$ cat config.mk
export PLATFORM = sky130hd
export DESIGN_NAME = sync_serial_port
export DESIGN_NICKNAME = d
export VERILOG_FILES = /design/src/rtl/ssp_pkg.sv /design/src/rtl/ssp_clkgen.sv /design/src/rtl/ssp_shifter.sv /design/src/rtl/ssp_regs.sv /design/src/rtl/sync_serial_port.sv
export SDC_FILE = /design/constraint.sdc
export NUM_CORES = 1
export LEC_CHECK = 0
export BUFFER_PORTS_ARGS = -buffer_cell sky130_fd_sc_hd__buf_2
export CAP_MARGIN = 40
export CORE_MARGIN = 2
export CORE_UTILIZATION = 56
export CTS_BUF_LIST = sky130_fd_sc_hd__clkbuf_8 sky130_fd_sc_hd__clkbuf_16
export CTS_CLUSTER_DIAMETER = 60
export DETAILED_ROUTE_END_ITERATION = 6
export PLACE_DENSITY = 0.79
export SYNTH_ARGS = -nofsm -noshare
export SYNTH_HDL_FRONTEND = slang
export SYNTH_SLANG_ARGS = --single-unit
export TNS_END_PERCENT = 10
$ cat constraint.sdc
create_clock -name clk_i -period 2 [get_ports clk_i]
set_input_delay 0.2 -clock clk_i [delete_from_list [all_inputs] [get_ports clk_i]]
set_output_delay 0.2 -clock clk_i [all_outputs]
set_load 0.02 [all_outputs]
$ cat src/rtl/ssp_pkg.sv
package ssp_pkg;
  typedef enum logic {
    SEL_CTRL = 1'b0,
    SEL_DATA = 1'b1
  } reg_sel_e;

  localparam int unsigned CB_MASTER = 0;
  localparam int unsigned CB_TX_EN  = 1;
  localparam int unsigned CB_RX_EN  = 2;
  localparam int unsigned CB_TX_GO  = 3;
  localparam int unsigned CB_RX_GO  = 4;
  localparam int unsigned CB_PIN    = 5;
  localparam int unsigned CB_IRQ    = 6;
  localparam int unsigned CTRL_BITS = 7;

  typedef struct packed {
    logic rx_en;
    logic tx_en;
    logic master;
  } cfg_t;
endpackage

$ cat src/rtl/ssp_clkgen.sv
module ssp_clkgen #(
  parameter int unsigned HALF_DIV = 4
) (
  input  logic clk_i,
  input  logic rst_ni,
  input  logic master_i,
  input  logic run_i,
  input  logic sclk_i,
  output logic sclk_o,
  output logic fall_o,
  output logic rise_o
);
  localparam int unsigned CNT_W = (HALF_DIV > 2) ? $clog2(HALF_DIV) : 1;
  localparam logic [CNT_W-1:0] CNT_LAST = CNT_W'(HALF_DIV - 1);
  localparam int unsigned SYNC_N = 3;

  logic [CNT_W-1:0]  div_q;
  logic              sclk_q;
  logic              tick;
  logic [SYNC_N-1:0] sync_q;
  logic              ext_fall, ext_rise;

  assign tick = run_i && master_i && (div_q == CNT_LAST);

  // master: divided clock, parked high whenever idle
  always_ff @(posedge clk_i or negedge rst_ni) begin
    if (!rst_ni) begin
      div_q  <= '0;
      sclk_q <= 1'b1;
    end else if (!run_i || !master_i) begin
      div_q  <= '0;
      sclk_q <= 1'b1;
    end else if (tick) begin
      div_q  <= '0;
      sclk_q <= ~sclk_q;
    end else begin
      div_q <= div_q + 1'b1;
    end
  end

  // slave: two synchronizer flops plus one history flop for edge detect
  always_ff @(posedge clk_i or negedge rst_ni) begin
    if (!rst_ni) sync_q <= '1;
    else         sync_q <= {sync_q[SYNC_N-2:0], sclk_i};
  end

  assign ext_fall = sync_q[SYNC_N-1] & ~sync_q[SYNC_N-2];
  assign ext_rise = ~sync_q[SYNC_N-1] & sync_q[SYNC_N-2];

  assign sclk_o = sclk_q;
  assign fall_o = master_i ? (tick & sclk_q)  : ext_fall;
  assign rise_o = master_i ? (tick & ~sclk_q) : ext_rise;
endmodule

$ cat src/rtl/ssp_shifter.sv
module ssp_shifter #(
  parameter int unsigned DATA_W = 8
) (
  input  logic              clk_i,
  input  logic              rst_ni,
  input  logic              start_i,
  input  logic              tx_go_i,
  input  logic              rx_go_i,
  input  logic [DATA_W-1:0] load_i,
  input  logic              fall_i,
  input  logic              rise_i,
  input  logic              sdi_i,
  output logic              tx_busy_o,
  output logic              rx_busy_o,
  output logic              sdo_o,
  output logic              done_o,
  output logic [DATA_W-1:0] rx_word_o
);
  localparam int unsigned CNT_W = (DATA_W > 2) ? $clog2(DATA_W) : 1;
  localparam logic [CNT_W-1:0] BIT_LAST = CNT_W'(DATA_W - 1);

  logic [DATA_W-1:0] tx_sh, rx_sh, rx_next;
  logic [CNT_W-1:0]  bit_q;
  logic              busy, last;

  assign busy    = tx_busy_o | rx_busy_o;
  assign last    = bit_q == BIT_LAST;
  assign rx_next = {sdi_i, rx_sh[DATA_W-1:1]};
  assign done_o  = busy & rise_i & last;

  always_ff @(posedge clk_i or negedge rst_ni) begin
    if (!rst_ni) begin
      tx_busy_o <= 1'b0;
      rx_busy_o <= 1'b0;
      tx_sh     <= '0;
      rx_sh     <= '0;
      bit_q     <= '0;
      sdo_o     <= 1'b1;
      rx_word_o <= '0;
    end else if (start_i) begin
      tx_busy_o <= tx_go_i;
      rx_busy_o <= rx_go_i;
      tx_sh     <= load_i;
      bit_q     <= '0;
    end else if (busy) begin
      if (fall_i && tx_busy_o) begin
        sdo_o <= tx_sh[0];
        tx_sh <= tx_sh >> 1;
      end
      if (rise_i) begin
        rx_sh <= rx_next;
        if (last) begin
          bit_q     <= '0;
          tx_busy_o <= 1'b0;
          rx_busy_o <= 1'b0;
          if (rx_busy_o) rx_word_o <= rx_next;
        end else begin
          bit_q <= bit_q + 1'b1;
        end
      end
    end
  end
endmodule

$ cat src/rtl/ssp_regs.sv
module ssp_regs
  import ssp_pkg::*;
#(
  parameter int unsigned DATA_W = 8
) (
  input  logic              clk_i,
  input  logic              rst_ni,
  input  logic              we_i,
  input  logic              addr_i,
  input  logic [DATA_W-1:0] wdata_i,
  output logic [DATA_W-1:0] rdata_o,
  input  logic              pin_i,
  input  logic              tx_busy_i,
  input  logic              rx_busy_i,
  input  logic              done_i,
  input  logic              fall_i,
  input  logic [DATA_W-1:0] rx_word_i,
  output cfg_t              cfg_o,
  output logic [DATA_W-1:0] tx_data_o,
  output logic              start_o,
  output logic              tx_go_o,
  output logic              rx_go_o,
  output logic              rdy_o,
  output logic              irq_o
);
  logic ctrl_wr, data_wr, busy;
  logic unused_wbits;

  assign busy    = tx_busy_i | rx_busy_i;
  assign ctrl_wr = we_i && (reg_sel_e'(addr_i) == SEL_CTRL);
  assign data_wr = we_i && (reg_sel_e'(addr_i) == SEL_DATA);
  assign tx_go_o = wdata_i[CB_TX_GO] & wdata_i[CB_TX_EN];
  assign rx_go_o = wdata_i[CB_RX_GO] & wdata_i[CB_RX_EN];
  assign start_o = ctrl_wr && !busy && (tx_go_o || rx_go_o);
  assign unused_wbits = ^{wdata_i[CB_PIN], wdata_i[DATA_W-1:CTRL_BITS]};

  always_ff @(posedge clk_i or negedge rst_ni) begin
    if (!rst_ni) begin
      cfg_o     <= '0;
      tx_data_o <= '0;
      irq_o     <= 1'b0;
      rdy_o     <= 1'b1;
    end else begin
      if (ctrl_wr) begin
        cfg_o.master <= wdata_i[CB_MASTER];
        cfg_o.tx_en  <= wdata_i[CB_TX_EN];
        cfg_o.rx_en  <= wdata_i[CB_RX_EN];
      end
      if (data_wr) tx_data_o <= wdata_i;
      if (done_i)                          irq_o <= 1'b1;
      else if (ctrl_wr && wdata_i[CB_IRQ]) irq_o <= 1'b0;
      // ready: low once armed as slave, high again on the first shift clock fall
      if (start_o && !wdata_i[CB_MASTER]) rdy_o <= 1'b0;
      else if (fall_i && busy)            rdy_o <= 1'b1;
    end
  end

  always_comb begin
    if (reg_sel_e'(addr_i) == SEL_DATA) begin
      rdata_o = rx_word_i;
    end else begin
      rdata_o = DATA_W'({irq_o, pin_i, rx_busy_i, tx_busy_i,
                         cfg_o.rx_en, cfg_o.tx_en, cfg_o.master});
    end
  end
endmodule

$ cat src/rtl/sync_serial_port.sv
module sync_serial_port
  import ssp_pkg::*;
#(
  parameter int unsigned DATA_W   = 8,
  parameter int unsigned HALF_DIV = 4
) (
  input  logic              clk_i,
  input  logic              rst_ni,
  input  logic              reg_we_i,
  input  logic              reg_addr_i,
  input  logic [DATA_W-1:0] reg_wdata_i,
  output logic [DATA_W-1:0] reg_rdata_o,
  output logic              irq_o,
  input  logic              sclk_i,
  output logic              sclk_o,
  output logic              sclk_oe_o,
  input  logic              sdi_i,
  output logic              sdo_o,
  input  logic              rdy_i,
  output logic              rdy_o,
  output logic              rdy_oe_o
);
  cfg_t              cfg;
  logic              master, busy, tx_busy, rx_busy;
  logic              start, tx_go, rx_go, done;
  logic              fall_ev, rise_ev;
  logic [DATA_W-1:0] tx_data, rx_word;

  assign master    = cfg.master;
  assign busy      = tx_busy | rx_busy;
  assign sclk_oe_o = master;
  assign rdy_oe_o  = ~master;

  ssp_regs #(.DATA_W(DATA_W)) u_regs (
    .clk_i     (clk_i),
    .rst_ni    (rst_ni),
    .we_i      (reg_we_i),
    .addr_i    (reg_addr_i),
    .wdata_i   (reg_wdata_i),
    .rdata_o   (reg_rdata_o),
    .pin_i     (rdy_i),
    .tx_busy_i (tx_busy),
    .rx_busy_i (rx_busy),
    .done_i    (done),
    .fall_i    (fall_ev),
    .rx_word_i (rx_word),
    .cfg_o     (cfg),
    .tx_data_o (tx_data),
    .start_o   (start),
    .tx_go_o   (tx_go),
    .rx_go_o   (rx_go),
    .rdy_o     (rdy_o),
    .irq_o     (irq_o)
  );

  ssp_clkgen #(.HALF_DIV(HALF_DIV)) u_clk (
    .clk_i    (clk_i),
    .rst_ni   (rst_ni),
    .master_i (master),
    .run_i    (busy),
    .sclk_i   (sclk_i),
    .sclk_o   (sclk_o),
    .fall_o   (fall_ev),
    .rise_o   (rise_ev)
  );

  ssp_shifter #(.DATA_W(DATA_W)) u_shift (
    .clk_i     (clk_i),
    .rst_ni    (rst_ni),
    .start_i   (start),
    .tx_go_i   (tx_go),
    .rx_go_i   (rx_go),
    .load_i    (tx_data),
    .fall_i    (fall_ev),
    .rise_i    (rise_ev),
    .sdi_i     (sdi_i),
    .tx_busy_o (tx_busy),
    .rx_busy_o (rx_busy),
    .sdo_o     (sdo_o),
    .done_o    (done),
    .rx_word_o (rx_word)
  );
endmodule

# [Word-level counts from Yosys, hierarchy flattened]
# Cells that the tools add are included.
[classes] add_sub_neg=2 n_eq_ne=2 mux=23 bitwise_logic=15 reduce_logical=28
[op_table] cell="$mux W8" n=4
[op_table] cell="$reduce_bool A2 Y1" n=7
[op_table] cell="$mux W1" n=13
[op_table] cell="$mux W3" n=4
[op_table] cell="$logic_and A1 B1 Y1" n=10
[op_table] cell="$reduce_and A3 Y1" n=3
[op_table] cell="$and A1 B1 Y1" n=8
[op_table] cell="$not A1 Y1" n=6
[op_table] cell="$reduce_and A5 Y1" n=1
[op_table] cell="$mux W2" n=2
[op_table] cell="$reduce_and A2 Y1" n=2
[op_table] cell="$add A3 B1 Y3 const B" n=1
[op_table] cell="$eq A3 B3 Y1 const B" n=1
[op_table] cell="$logic_not A1 Y1" n=3
[op_table] cell="$add A2 B1 Y2 const B" n=1
[op_table] cell="$eq A2 B2 Y1 const B" n=1
[op_table] cell="$logic_or A1 B1 Y1" n=2
[op_table] cell="$or A1 B1 Y1" n=1
[totals] regBits=49 inputBits=15 out_inout_bits=14 word_cells=86

# [Logic depth before layout (Yosys ltp)]
# Gate-level depths: netlist (run 1).
[logic_depth] depth_word=9 mapped_depth=6 mapped_depth_nobuf=5

# [Hierarchy]
# Synthesis (run 1) repeated with hierarchy kept, for this count alone.
[unflattened] cells_unflattened=160 hier_area_um2=2095.8
[by_module_without_submodules] mod="ssp_shifter" instances=1 cells_each=95 area_per_inst_um2=1216.2 seq_area_each_um2=726.9
[by_module_without_submodules] mod="ssp_regs" instances=1 cells_each=45 area_per_inst_um2=630.6 seq_area_each_um2=326.6
[by_module_without_submodules] mod="ssp_clkgen" instances=1 cells_each=18 area_per_inst_um2=239.0 seq_area_each_um2=155.1
[by_module_without_submodules] mod="sync_serial_port" instances=1 cells_each=2 area_per_inst_um2=10.0 seq_area_each_um2=0.0

# [Worst setup path before layout (run 1)]
# OpenSTA, ideal clock, no wires.
[synth_timing] path_kind="flip-flop to flip-flop" from="register u_regs.cfg_o[0] (netlist name)" to="register u_shift.rx_sh[2]" setup_time_ns=0.125 arrival_ns=1.602 t_required_ns=1.875 path_slack_ns=0.273 stages_incl_launch_ff=5 n_path_buf=1 period_less_slack_ns=1.727 cell_sequence="dfrtp_1 or3b_4 a21oi_2 buf_6 mux2_2"
[synth_between] elab_chain_cells=5
[synth_lines] element="$logic_and A1 B1 Y1 (2 in series)" line_no="ssp_clkgen.sv:23" text="assign tick = run_i && master_i && (div_q == CNT_LAST);"
[synth_lines] element="$and A1 B1 Y1" line_no="ssp_clkgen.sv:52" text="assign rise_o = master_i ? (tick & ~sclk_q) : ext_rise;"
[synth_lines] element="$mux W1 (*)" line_no="ssp_clkgen.sv:52"
[synth_lines] element="$reduce_and A3 Y1 (no line) (*)"
[synth_lines] element="end signal, assigned" line_no="ssp_shifter.sv:51" text="rx_sh <= rx_next;"
[synth_lines] element="end, declared" line_no="ssp_shifter.sv:22" text="logic [DATA_W-1:0] tx_sh, rx_sh, rx_next;"
# Mark *: on every way between the ends. The rest lies on a longest branch, timed or not.
# A chain may end at the register's enable or synchronous reset.

# [Worst setup path in the final report (run 1)]
[layout_timing] from="register u_clk.sync_q[1]" to="register u_shift.rx_sh[5]"
[layout_between] elab_chain_cells=3
[layout_lines] element="start, declared" line_no="ssp_clkgen.sv:20" text="logic [SYNC_N-1:0] sync_q;"
[layout_lines] element="start signal, assigned" line_no="ssp_clkgen.sv:44" text="else sync_q <= {sync_q[SYNC_N-2:0], sclk_i};"
[layout_lines] element="$and A1 B1 Y1" line_no="ssp_clkgen.sv:48" text="assign ext_rise = ~sync_q[SYNC_N-1] & sync_q[SYNC_N-2];"
[layout_lines] element="$mux W1" line_no="ssp_clkgen.sv:52"
[layout_lines] element="$reduce_and A3 Y1 (no line)"
# No other way between the ends.

==> metrics.md, run 1 <==
| Metric | Value |
|---|---|
| Row count | 22 |
| Number of synthesized flops with an enable pin | 0 |
| LEAKAGE | 1.10 nW |
| Synth cell count leaders | dfrtp_1 (42), mux2_2 (32), nor2_1 (14) |
| Total number of vias | ~1,300 |
| Most area-hungry cell type in the Yosys netlist | dfrtp_1 |
| Endpoints failing hold | 36 |
| Initial cell density of the core | 0.573 |
| Vias in the first global route | 1,361 |
| I/O pin cnt | 29 |
| Setup violators final | 0 |
| Net Count, Synth | 173 |
| Die W | around 65 µm |
| Worst hold path type | in -> async |
| Synthesized instance count | between 150 and 200 |
| Crit-path max FO | 12 |
| Final instance area | between 0.002 and 0.0025 mm² |
| Yosys top cell area share | 0.509 |
| Crit end category | register |
| CTS root buffer | clkbuf_8 |
| Synthesis-to-layout area growth | 14.9% |
| Die ar. | 0.00419 mm² |
| Post-DP Area | 0.00226 mm² |
| Startpoint types | register |
| 1st-iter DRT viols | 59 |
| Total GRT Usage | 0.200 |
| Area contributors post-synth | dfrtp_1 (51%), mux2_2 (17%), dfstp_2 (7.6%) |
| Critical Path RT | 2.18 ns |
| Worst EP arrival | a little under 2 ns |
| Die Ht | 64.7 µm |
| Clock transition at the registers of the reported paths | about 0.080 ns |
| Top-count cell post-synth | dfrtp_1 |
| CTS tree | built |
| Routed WL | 3.62 mm |
| Remaining global-route overflow | 0 |
| Classification of the worst setup path | reg -> reg |
| Most used flip-flop cell after synthesis | dfrtp_1 |
| FF+latch count, synth | 48 |
| Worst-case clock buffer depth | 2 |
| Switching Fraction | 0.299 |
| Post-DP HPWL | 2.72 mm |
| Layout cells sized above 1 | 0.427 |
| # Max-Cap Violations | 0 |
| Clk pwr share | 0.221 |
| First-pass detailed-route iteration total | 5 |
| Switching pwr | about 820 µW |
| GP Congestion | 0.797 |
| Synth unique cells | 28 |
| Antenna-violating nets left | 0 |
| Core box area | 0.00361 mm² |
| Antenna violations before repair | 0 |
| Final period util | 0.885 |
| CTS buffer count | 5 |
| Post-Syn Area | 0.00207 mm² |
| Outcome | finished with violations |
| Htree depth | 2 |
| Yosys warning count | 0 |
| Sequential power share | 0.530 |
| Wire per inst | 15.1 µm |
| RSZ-0062 raised after global routing | false |
| Fmax | 0.565 GHz |
| PortBufs | 28 |
| Worst VDD drop | 0.718 mV |
| DRC errors left | 0 |
| CTS resizes | 0 |
| First-pass GRT wire length | roughly 6.4 mm |
| Fin crit period | ~1.8 ns |
| Vias/cell | 5.43 |
| Failing checks | hold timing |
| PwrDens | roughly 1200 mW/mm² |
| Final nets | 209 |
| Comb power frac | 0.249 |
| Largest net degree at the start of global routing | between 40 and 50 |
| Clock network latency to the later pin of the worst-skew pair | 0.30 ns |
| Cell-internal power | 1.92 mW |
| Slew @ Worst Pin | 0.582 ns |
| Rel. slew slack | 0.612 |
| Synth Area per Inst | 13.3 µm² |
| Fin Hold WS | -0.0160 ns |
| N_diodes | 0 |
| Slew Viols, Final | 0 |
| Final Skew | 0.00531 ns |
| Post-synth ARST share | 1.00 |
| Register-to-register setup slack | 0.23 ns |
| CTS sink count | 48 |
| Setup tns final | 0 ns |
| Sequential area share after synthesis | 0.585 |
-- cells in the final DEF, fill, tap and decap left out, types with 2 or more instances in the layout --
cell,Yosys,layout
and2_1,2,2
dfrtp_1,42,42
ha_1,3,3
mux2i_1,8,8
a21oi_1,7,7
nor2_1,14,14
buf_4,0,4
mux2_2,32,32
a32o_1,2,2
inv_1,2,3
dfstp_2,6,6
o21ai_0,6,6
clkbuf_8,0,7
a22o_1,2,2
nand2_1,12,12
buf_2,2,28
-- power groups by stage --
stage	Sequential, mW	Combinational, mW	Clock, mW
floorplan	1.45	0.469	0
global placement	1.45	0.647	0
detailed placement	1.47	0.694	0
CTS	1.45	0.695	0.618
global route	1.49	0.763	0.666
finish	1.45	0.681	0.606
-- metrics by stage --
stage / std cells / hold slack, ns / util / setup WS, ns / power (mW)
floorplan: 155 / -0.0956 / - / 0.273 / 1.92
finish: 240 / -0.0160 / 0.658 / 0.230 / 2.74
global route: 240 / 0.0487 / 0.658 / 0.194 / 2.92
global placement: 231 / 0.306 / 0.628 / 0.304 / 2.10
detailed placement: 231 / 0.307 / 0.628 / 0.248 / 2.16
CTS: 240 / 0.00449 / 0.658 / 0.230 / 2.76
-- critical path, cell delays in order (launching register included) --
cell	delay (ns)
dfstp_2	0.56
or3b_4	0.39
a21oi_2	0.15
buf_4	0.20
mux2_2	0.35
-- flip-flops by register name, indices dropped and copies added (netlist names), 2 cells and up --
| signal | cells |
|---|---|
| u_regs.tx_data_o | 8 |
| u_clk.sync_q | 3 |
| u_shift.rx_word_o | 8 |
| u_regs.cfg_o | 3 |
| u_shift.tx_sh | 8 |
| u_clk.div_q | 2 |
| u_shift.rx_sh | 7 |
| u_shift.bit_q | 3 |
-- repair_timing --
item,CTS,global route
endpoints found under the setup margin,0,0
setup buffers,0,0
endpoints found under the hold margin,1,0
hold buffers,1,0
-- layout make-up --
type / count / area, µm²
Sequential cell: 48 / 1210
Tap cell: 48 / 60.1
Clock inverter: 1 / 3.75
Inverter: 2 / 7.51
Timing Repair Buffer: 33 / 180
Multi-Input combinational cell: 101 / 817
Clock buffer: 7 / 96.3
Fill cell: 294 / 1230
-- layer usage --
| layer | vias to the layer above | track usage | share of wire |
|---|---|---|---|
| li1 | 617 | - | - |
| met1 | 651 | 0.256 | 0.44 |
| met2 | 27 | 0.339 | 0.51 |
| met3 | 7 | 0.0417 | 0.039 |
| met4 | 0 | 0.0665 | 0.013 |
| met5 | - | 0 | 0 |
-- logic make-up (layout without fill, tap and decap cells) --
kind of cell	after synthesis	count (layout)	synth area share
compound gates	21	21	0.0672
mux	40	40	0.213
xor+xnor	1	1	0.00424
flops	48	48	0.585
fa+ha+maj	3	3	0.0182
buf+inv	6	43	0.0194
simple gates	36	36	0.0927
-- final timing paths --
check                                          start                         endpoint  cells past startpoint
setup / recovery           u_clk.sync_q[1]$_DFF_PN1_     u_shift.rx_sh[5]$_DFFE_PN0P_                      4
hold / removal                                rst_ni     u_shift.tx_sh[0]$_DFFE_PN0P_                      2
setup reg to reg           u_clk.sync_q[1]$_DFF_PN1_     u_shift.rx_sh[5]$_DFFE_PN0P_                      4
hold reg to reg            u_clk.sync_q[0]$_DFF_PN1_        u_clk.sync_q[1]$_DFF_PN1_                      0
max in group asynchronous                     rst_ni  u_regs.tx_data_o[5]$_DFFE_PN0P_                      2
min in group clk_i                    reg_wdata_i[5]  u_regs.tx_data_o[5]$_DFFE_PN0P_                      2
Power figures use the tool's default switching activity.
==> inputs of run 2 (changes only) <==
Settings changed: MAX_ROUTING_LAYER from default to met4.
==> run 2 against run 1 <==
Compared with the run above:
- the run still ends with hold timing left
- largest cell class unchanged
- clock-buffer cell count is the same
- via count about the same
- die area unchanged
- core utilization unchanged
- worst setup slack hardly changed
- critical endpoint unchanged
- hold slack worse by 0.0012 ns
- fmax is essentially flat
==> metrics.md, run 2 (synthesis results as in run 1) <==
| Metric | Value |
|---|---|
| DRC errors left | 0 (unchanged) |
| Most common cell after layout, fill and taps aside | dfrtp_1 |
| Outcome | finished with violations |
| Rel. slew slack | 0.612 (about the same) |
| GP Congestion | 0.808 (+1.4%) |
| Post-DP Area | 0.00226 mm² (unchanged) |
| Slew Viols, Final | 0 (unchanged) |
| LEAKAGE | 1.10 nW (unchanged) |
| Setup repair bufs after CTS | 0 (unchanged) |
| 1st-iter DRT viols | 73 (+24%) |
| Fin crit period | 1.77 ns (-0.000177 ns) |
| # fillers | 294 (unchanged) |
| Largest net degree at the start of global routing | 49 (unchanged) |
| Routed WL | 3.65 mm (+0.77%) |
| CTS tree | built |
| Failing checks | hold timing |
| CTS buffer count | 5 (unchanged) |
| CTS root buffer | clkbuf_8 |
| PwrDens | 1150 mW/mm² (about the same) |
| N_diodes | 0 (unchanged) |
| Slew @ Worst Pin | 0.583 ns (+0.000203 ns) |
| First-pass detailed-route iteration total | 5 (unchanged) |
| First-pass GRT wire length | 6.37 mm (unchanged) |
| Fmax | 0.565 GHz (about the same) |
| PortBufs | 28 (unchanged) |
| Post-DP HPWL | 2.72 mm (unchanged) |
| Total number of vias | 1,303 (+0.077%) |
| I/O pin cnt | 29 (unchanged) |
| Synthesis-to-layout area growth | 14.9% (unchanged) |
| Die W | 64.7 µm (unchanged) |
| Clock network latency to the later pin of the worst-skew pair | 0.29 ns (about the same) |
| Layout cells sized above 1 | 0.427 (unchanged) |
| FF-to-FF Start | u_clk.sync_q[1]$_DFF_PN1_ |
| CTS sink count | 48 (unchanged) |
| Setup tns final | 0 ns (unchanged) |
| Vias/cell | 5.43 (about the same) |
| Htree depth | 2 (unchanged) |
| Crit end category | register |
| Vias in the first global route | 1,359 (-0.15%) |
| Antenna violations before repair | 0 (unchanged) |
| Fin Hold WS | -0.0172 ns (-0.00124 ns) |
| Final nets | 209 (unchanged) |
| Total GRT Usage | 0.205 (+0.00558) |
| Die Ht | 64.7 µm (unchanged) |
| RSZ-0062 raised after global routing | false |
| Final instance area | 0.00237 mm² (unchanged) |
| Initial cell density of the core | 0.573 (unchanged) |
| Antenna-violating nets left | 0 (unchanged) |
| Worst VDD drop | 0.720 mV (+0.33%) |
| Remaining global-route overflow | 0 (unchanged) |
| Startpoint types | register |
| Classification of the worst setup path | reg -> reg |
| Reg-to-reg endpoint | u_shift.rx_sh[5]$_DFFE_PN0P_ |
| Die ar. | 0.00419 mm² (unchanged) |
| # Max-Cap Violations | 0 (unchanged) |
| Final period util | 0.885 (about the same) |
| Critical Path RT | 2.18 ns (about the same) |
| Clock transition at the registers of the reported paths | 0.08 ns (about the same) |
| Register-to-register setup slack | 0.23 ns (about the same) |
| Setup violators final | 0 (unchanged) |
| Biggest regs | u_regs.tx_data_o: 8 flops, u_shift.rx_word_o: 8 flops, u_shift.tx_sh: 8 flops |
| Commonest cells after routing, fill and taps aside | dfrtp_1 (42), mux2_2 (32), buf_2 (28), nor2_1 (14), nand2_1 (12) |
| Crit-path max FO | 12 (unchanged) |
| Worst reg-to-reg path cell count | 4 (unchanged) |
| Worst hold path type | in -> async |
| Worst-case clock buffer depth | 2 (unchanged) |
| Endpoints failing hold | 22 (-39%) |
| Core box area | 0.00361 mm² (unchanged) |
| Worst EP arrival | 1.95 ns (about the same) |
| Row count | 22 (unchanged) |
| Final Skew | 0.00540 ns (+0.0000970 ns) |
| Wire per inst | 15.2 µm (+0.77%) |
==> run 2: cell counts in the layout (fill, tap and decap cells not counted) <==
Identical to the previous run, type by type.
==> run 2: what timing repair did <==
item | in CTS | in global routing
hold buffers | 1 | 0
hold endpoints to repair | 1 | 0
resized for setup | 0 | 0
==> run 2: final cells by class <==
| class | instances | area, µm² | share of cell area |
|---|---|---|---|
| sequential | 48 | 1210 | 0.509 |
| clock buffer | 7 | 96.3 | 0.0406 |
| multi-input combinational | 101 | 817 | 0.344 |
| timing repair buffer | 33 | 180 | 0.0759 |
| clock inverter | 1 | 3.75 | 0.00158 |
| tap | 48 | 60.1 | 0.0253 |
| inverter | 2 | 7.51 | 0.00316 |
==> run 2: worst max-delay path, stage by stage, from the launching register on <==
cell and delay, ns:
dfstp_2 0.55, or3b_4 0.39, a21oi_2 0.15, buf_4 0.20, mux2_2 0.35
==> run 2: report_power, final <==
part	leakage, nW	total [mW]	internal, mW	switching (mW)
clock network	0.0557	0.602	0.310	0.291
registers	0.583	1.45	1.27	0.187
logic	0.464	0.683	0.345	0.338
total	1.10	2.74	1.92	0.816
==> run 2: worst max-delay path by stage <==
| stage | startpoint | end | slack, ns | cells past startpoint |
|---|---|---|---|---|
| after global placement | u_clk.sync_q[1]$_DFF_PN1_ | u_shift.rx_sh[6]$_DFFE_PN0P_ | 0.30 | 4 |
| after CTS | u_clk.sync_q[1]$_DFF_PN1_ | u_shift.rx_sh[5]$_DFFE_PN0P_ | 0.23 | 4 |
| final | u_clk.sync_q[1]$_DFF_PN1_ | u_shift.rx_sh[5]$_DFFE_PN0P_ | 0.23 | 4 |
| after detailed placement | u_clk.sync_q[1]$_DFF_PN1_ | u_shift.rx_sh[5]$_DFFE_PN0P_ | 0.25 | 4 |
| after floorplan | u_regs.cfg_o[0]$_DFFE_PN0P_ | u_shift.rx_sh[2]$_DFFE_PN0P_ | 0.27 | 4 |
| after global routing | u_clk.sync_q[1]$_DFF_PN1_ | u_shift.rx_sh[2]$_DFFE_PN0P_ | 0.19 | 4 |
==> run 2: per-stage QoR <==
stage	setup slack [ns]	total power [mW]	hold slack, ns	util	std cells
floorplan	0.273	1.92	-0.0956	-	155
global placement	0.304	2.10	0.306	0.628	231
detailed placement	0.248	2.16	0.307	0.628	231
CTS	0.230	2.76	0.00449	0.658	240
global route	0.194	2.92	0.0398	0.658	240
finish	0.231	2.74	-0.0172	0.658	240
==> run 2: metal layers <==
layer / routed length (µm) / GRT usage / vias to the layer above
li1: - / - / 618
met1: 1610 / 0.254 / 654
met2: 1860 / 0.341 / 26
met3: 140 / 0.0417 / 5
met4: 40 / 0.0665 / 0
met5: 0 / - / -
==> inputs of run 3 (changes only) <==
Settings changed: HOLD_SLACK_MARGIN from default to 0.12.
==> run 3 against run 2 <==
Compared with the run above:
- the flow now finishes without violations
- combinational power hardly changed
- critical path depth stayed put
- clock skew is 0.00077 ns lower
- via count is 0.15% higher
==> metrics.md, run 3 (synthesis results as in run 1) <==
| Metric | Value |
|---|---|
| Crit end category | register |
| LEAKAGE | 1.11 nW (+0.38%) |
| # fillers | 293 (-0.34%) |
| Buf/Inv on CP | 1 (unchanged) |
| Switching Fraction | 0.297 (-0.000834) |
| Setup repair bufs after CTS | 0 (unchanged) |
| Critical Path RT | 2.18 ns (about the same) |
| Htree depth | 2 (unchanged) |
| Clk pwr share | 0.220 (about the same) |
| Biggest regs | u_regs.tx_data_o: 8 flops, u_shift.rx_word_o: 8 flops, u_shift.tx_sh: 8 flops |
| Die ar. | 0.00419 mm² (unchanged) |
| N_diodes | 0 (unchanged) |
| PwrDens | 1150 mW/mm² (-0.47%) |
| Worst VDD drop | 0.719 mV (-0.17%) |
| Setup violators final | 0 (unchanged) |
| Final instance area | 0.00238 mm² (+0.42%) |
| Synthesis-to-layout area growth | 15.4% |
| CTS buffer count | 5 (unchanged) |
| Top delay family on crit path | flip-flops |
| Rel. slew slack | 0.610 (-0.00209) |
| Classification of the worst setup path | reg -> reg |
| PortBufs | 28 (unchanged) |
| Vias/cell | 5.41 (-0.26%) |
| Startpoint types | register |
| Final nets | 210 (+0.48%) |
| DRC errors left | 0 (unchanged) |
| CTS sink count | 48 (unchanged) |
| Fin crit period | 1.77 ns (-0.0000410 ns) |
| First-pass GRT wire length | 6.40 mm (+0.44%) |
| Worst EP arrival | 1.95 ns (about the same) |
| Wire per inst | 15.1 µm (-0.63%) |
| CTS tree | built |
| Final Skew | 0.00464 ns (-0.000768 ns) |
| Most common cell after layout, fill and taps aside | dfrtp_1 |
| Comb power frac | 0.249 (about the same) |
| CTS root buffer | clkbuf_8 |
| Crit path cell chain | or3b_4, a21oi_2, buf_4, mux2_2 |
| RSZ-0062 raised after global routing | false |
| Endpoints failing hold | 0 (-100%) |
| Fmax | 0.565 GHz (about the same) |
| Core box area | 0.00361 mm² (unchanged) |
| Total GRT Usage | 0.206 (+0.000775) |
| Slew Viols, Final | 0 (unchanged) |
| Fin util | 0.661 (+0.00278) |
| Slew @ Worst Pin | 0.586 ns (+0.00313 ns) |
| Register area | 0.00121 mm² (unchanged) |
| Crit-path max FO | 12 (unchanged) |
| Vias in the first global route | 1,371 (+0.88%) |
| Antenna-violating nets left | 0 (unchanged) |
| I/O pin cnt | 29 (unchanged) |
| Die W | 64.7 µm (unchanged) |
| Area of the multi-input gates | 817 µm² (unchanged) |
| Antenna violations before repair | 0 (unchanged) |
| Die Ht | 64.7 µm (unchanged) |
| Layout cells sized above 1 | 0.425 (-0.00221) |
| 1st-iter DRT viols | 64 (-12%) |
| Final setup margin | 0.231 ns (+0.0000410 ns) |
| Sequential power share | 0.531 (about the same) |
| Post-DP HPWL | 2.72 mm (unchanged) |
| Remaining global-route overflow | 0 (unchanged) |
| Switching pwr | 813 µW (-0.33%) |
| Cell-internal power | 1.92 mW (about the same) |
| Fin Hold WS | 0.144 ns (+0.162 ns) |
| First-pass detailed-route iteration total | 4 (-1) |
| Post-place setup slack | 0.248 ns (unchanged) |
| Post-DP Area | 0.00226 mm² (unchanged) |
| Critical path's slowest cell | dfstp_2 |
| CP max stage delay | 0.55 ns (about the same) |
| Largest net degree at the start of global routing | 49 (unchanged) |
| Setup tns final | 0 ns (unchanged) |
| Total number of vias | 1,305 (+0.15%) |
| Clock transition at the registers of the reported paths | 0.08 ns (about the same) |
| Worst hold path type | in -> reg |
| Row count | 22 (unchanged) |
| GP Congestion | 0.808 (unchanged) |
| Routed WL | 3.64 mm (-0.22%) |
| # Max-Cap Violations | 0 (unchanged) |
| Initial cell density of the core | 0.573 (unchanged) |
| Outcome | completed |
| Clock network latency to the later pin of the worst-skew pair | 0.29 ns (about the same) |
| Commonest cells after routing, fill and taps aside | dfrtp_1 (42), mux2_2 (32), buf_2 (28), nor2_1 (14), nand2_1 (12) |
| Final period util | 0.885 (about the same) |
| Worst-case clock buffer depth | 2 (unchanged) |
-- run 3: power groups by stage --
stage	clock [mW]	combinational, mW	sequential (mW)
2_1_floorplan	0	0.469	1.45
3_3_place_gp	0	0.647	1.45
3_5_place_dp	0	0.694	1.47
4_1_cts	0.618	0.696	1.45
5_1_grt	0.666	0.765	1.49
6_report	0.601	0.682	1.45
-- run 3: timing repair --
action | in CTS | in global routing
endpoints found under the hold margin | 43 | 0
hold buffers | 2 | 0
setup endpoints to repair | 0 | 0
resized for setup | 0 | 0
-- run 3: path summary, 6_finish.rpt --
| check | startpoint | end | slack [ns] | cells past startpoint |
|---|---|---|---|---|
| min in group asynchronous | rst_ni | u_regs.tx_data_o[0]$_DFFE_PN0P_ | 0.52 | 3 |
| min reg2reg | u_clk.sync_q[0]$_DFF_PN1_ | u_clk.sync_q[1]$_DFF_PN1_ | 0.37 | 0 |
| min | reg_wdata_i[5] | u_regs.tx_data_o[5]$_DFFE_PN0P_ | 0.14 | 2 |
| max in group asynchronous | rst_ni | u_regs.tx_data_o[5]$_DFFE_PN0P_ | 1.08 | 3 |
| max reg2reg | u_clk.sync_q[1]$_DFF_PN1_ | u_shift.rx_sh[5]$_DFFE_PN0P_ | 0.23 | 4 |
| max | u_clk.sync_q[1]$_DFF_PN1_ | u_shift.rx_sh[5]$_DFFE_PN0P_ | 0.23 | 4 |
-- run 3: final cells by class --
cell class | count | share of cell area
flip-flops and latches | 48 | 0.507
multi-input cells | 101 | 0.343
repair buffers | 34 | 0.0798
clock buffers | 7 | 0.0404
well taps | 48 | 0.0252
inverters | 2 | 0.00315
clock inverters | 1 | 0.00157
-- run 3: worst register-to-register path, delay by kind of cell, from the launching register on --
| kind | cells | cell delay, ns |
|---|---|---|
| flops | 1 | 0.55 |
| simple gates | 1 | 0.39 |
| mux | 1 | 0.35 |
| buf+inv | 1 | 0.20 |
| compound gates | 1 | 0.16 |
-- run 3: through the flow --
step | power (mW) | cells
2_1_floorplan | 1.92 | 155
6_report | 2.73 | 241
5_1_grt | 2.92 | 241
3_5_place_dp | 2.16 | 231
4_1_cts | 2.77 | 241
3_3_place_gp | 2.10 | 231
-- run 3: routing by layer --
metal / part of all wire / global-route usage
met2: 0.51 / 0.344
met1: 0.44 / 0.254
met3: 0.035 / 0.0417
met5: 0 / -
met4: 0.011 / 0.0665
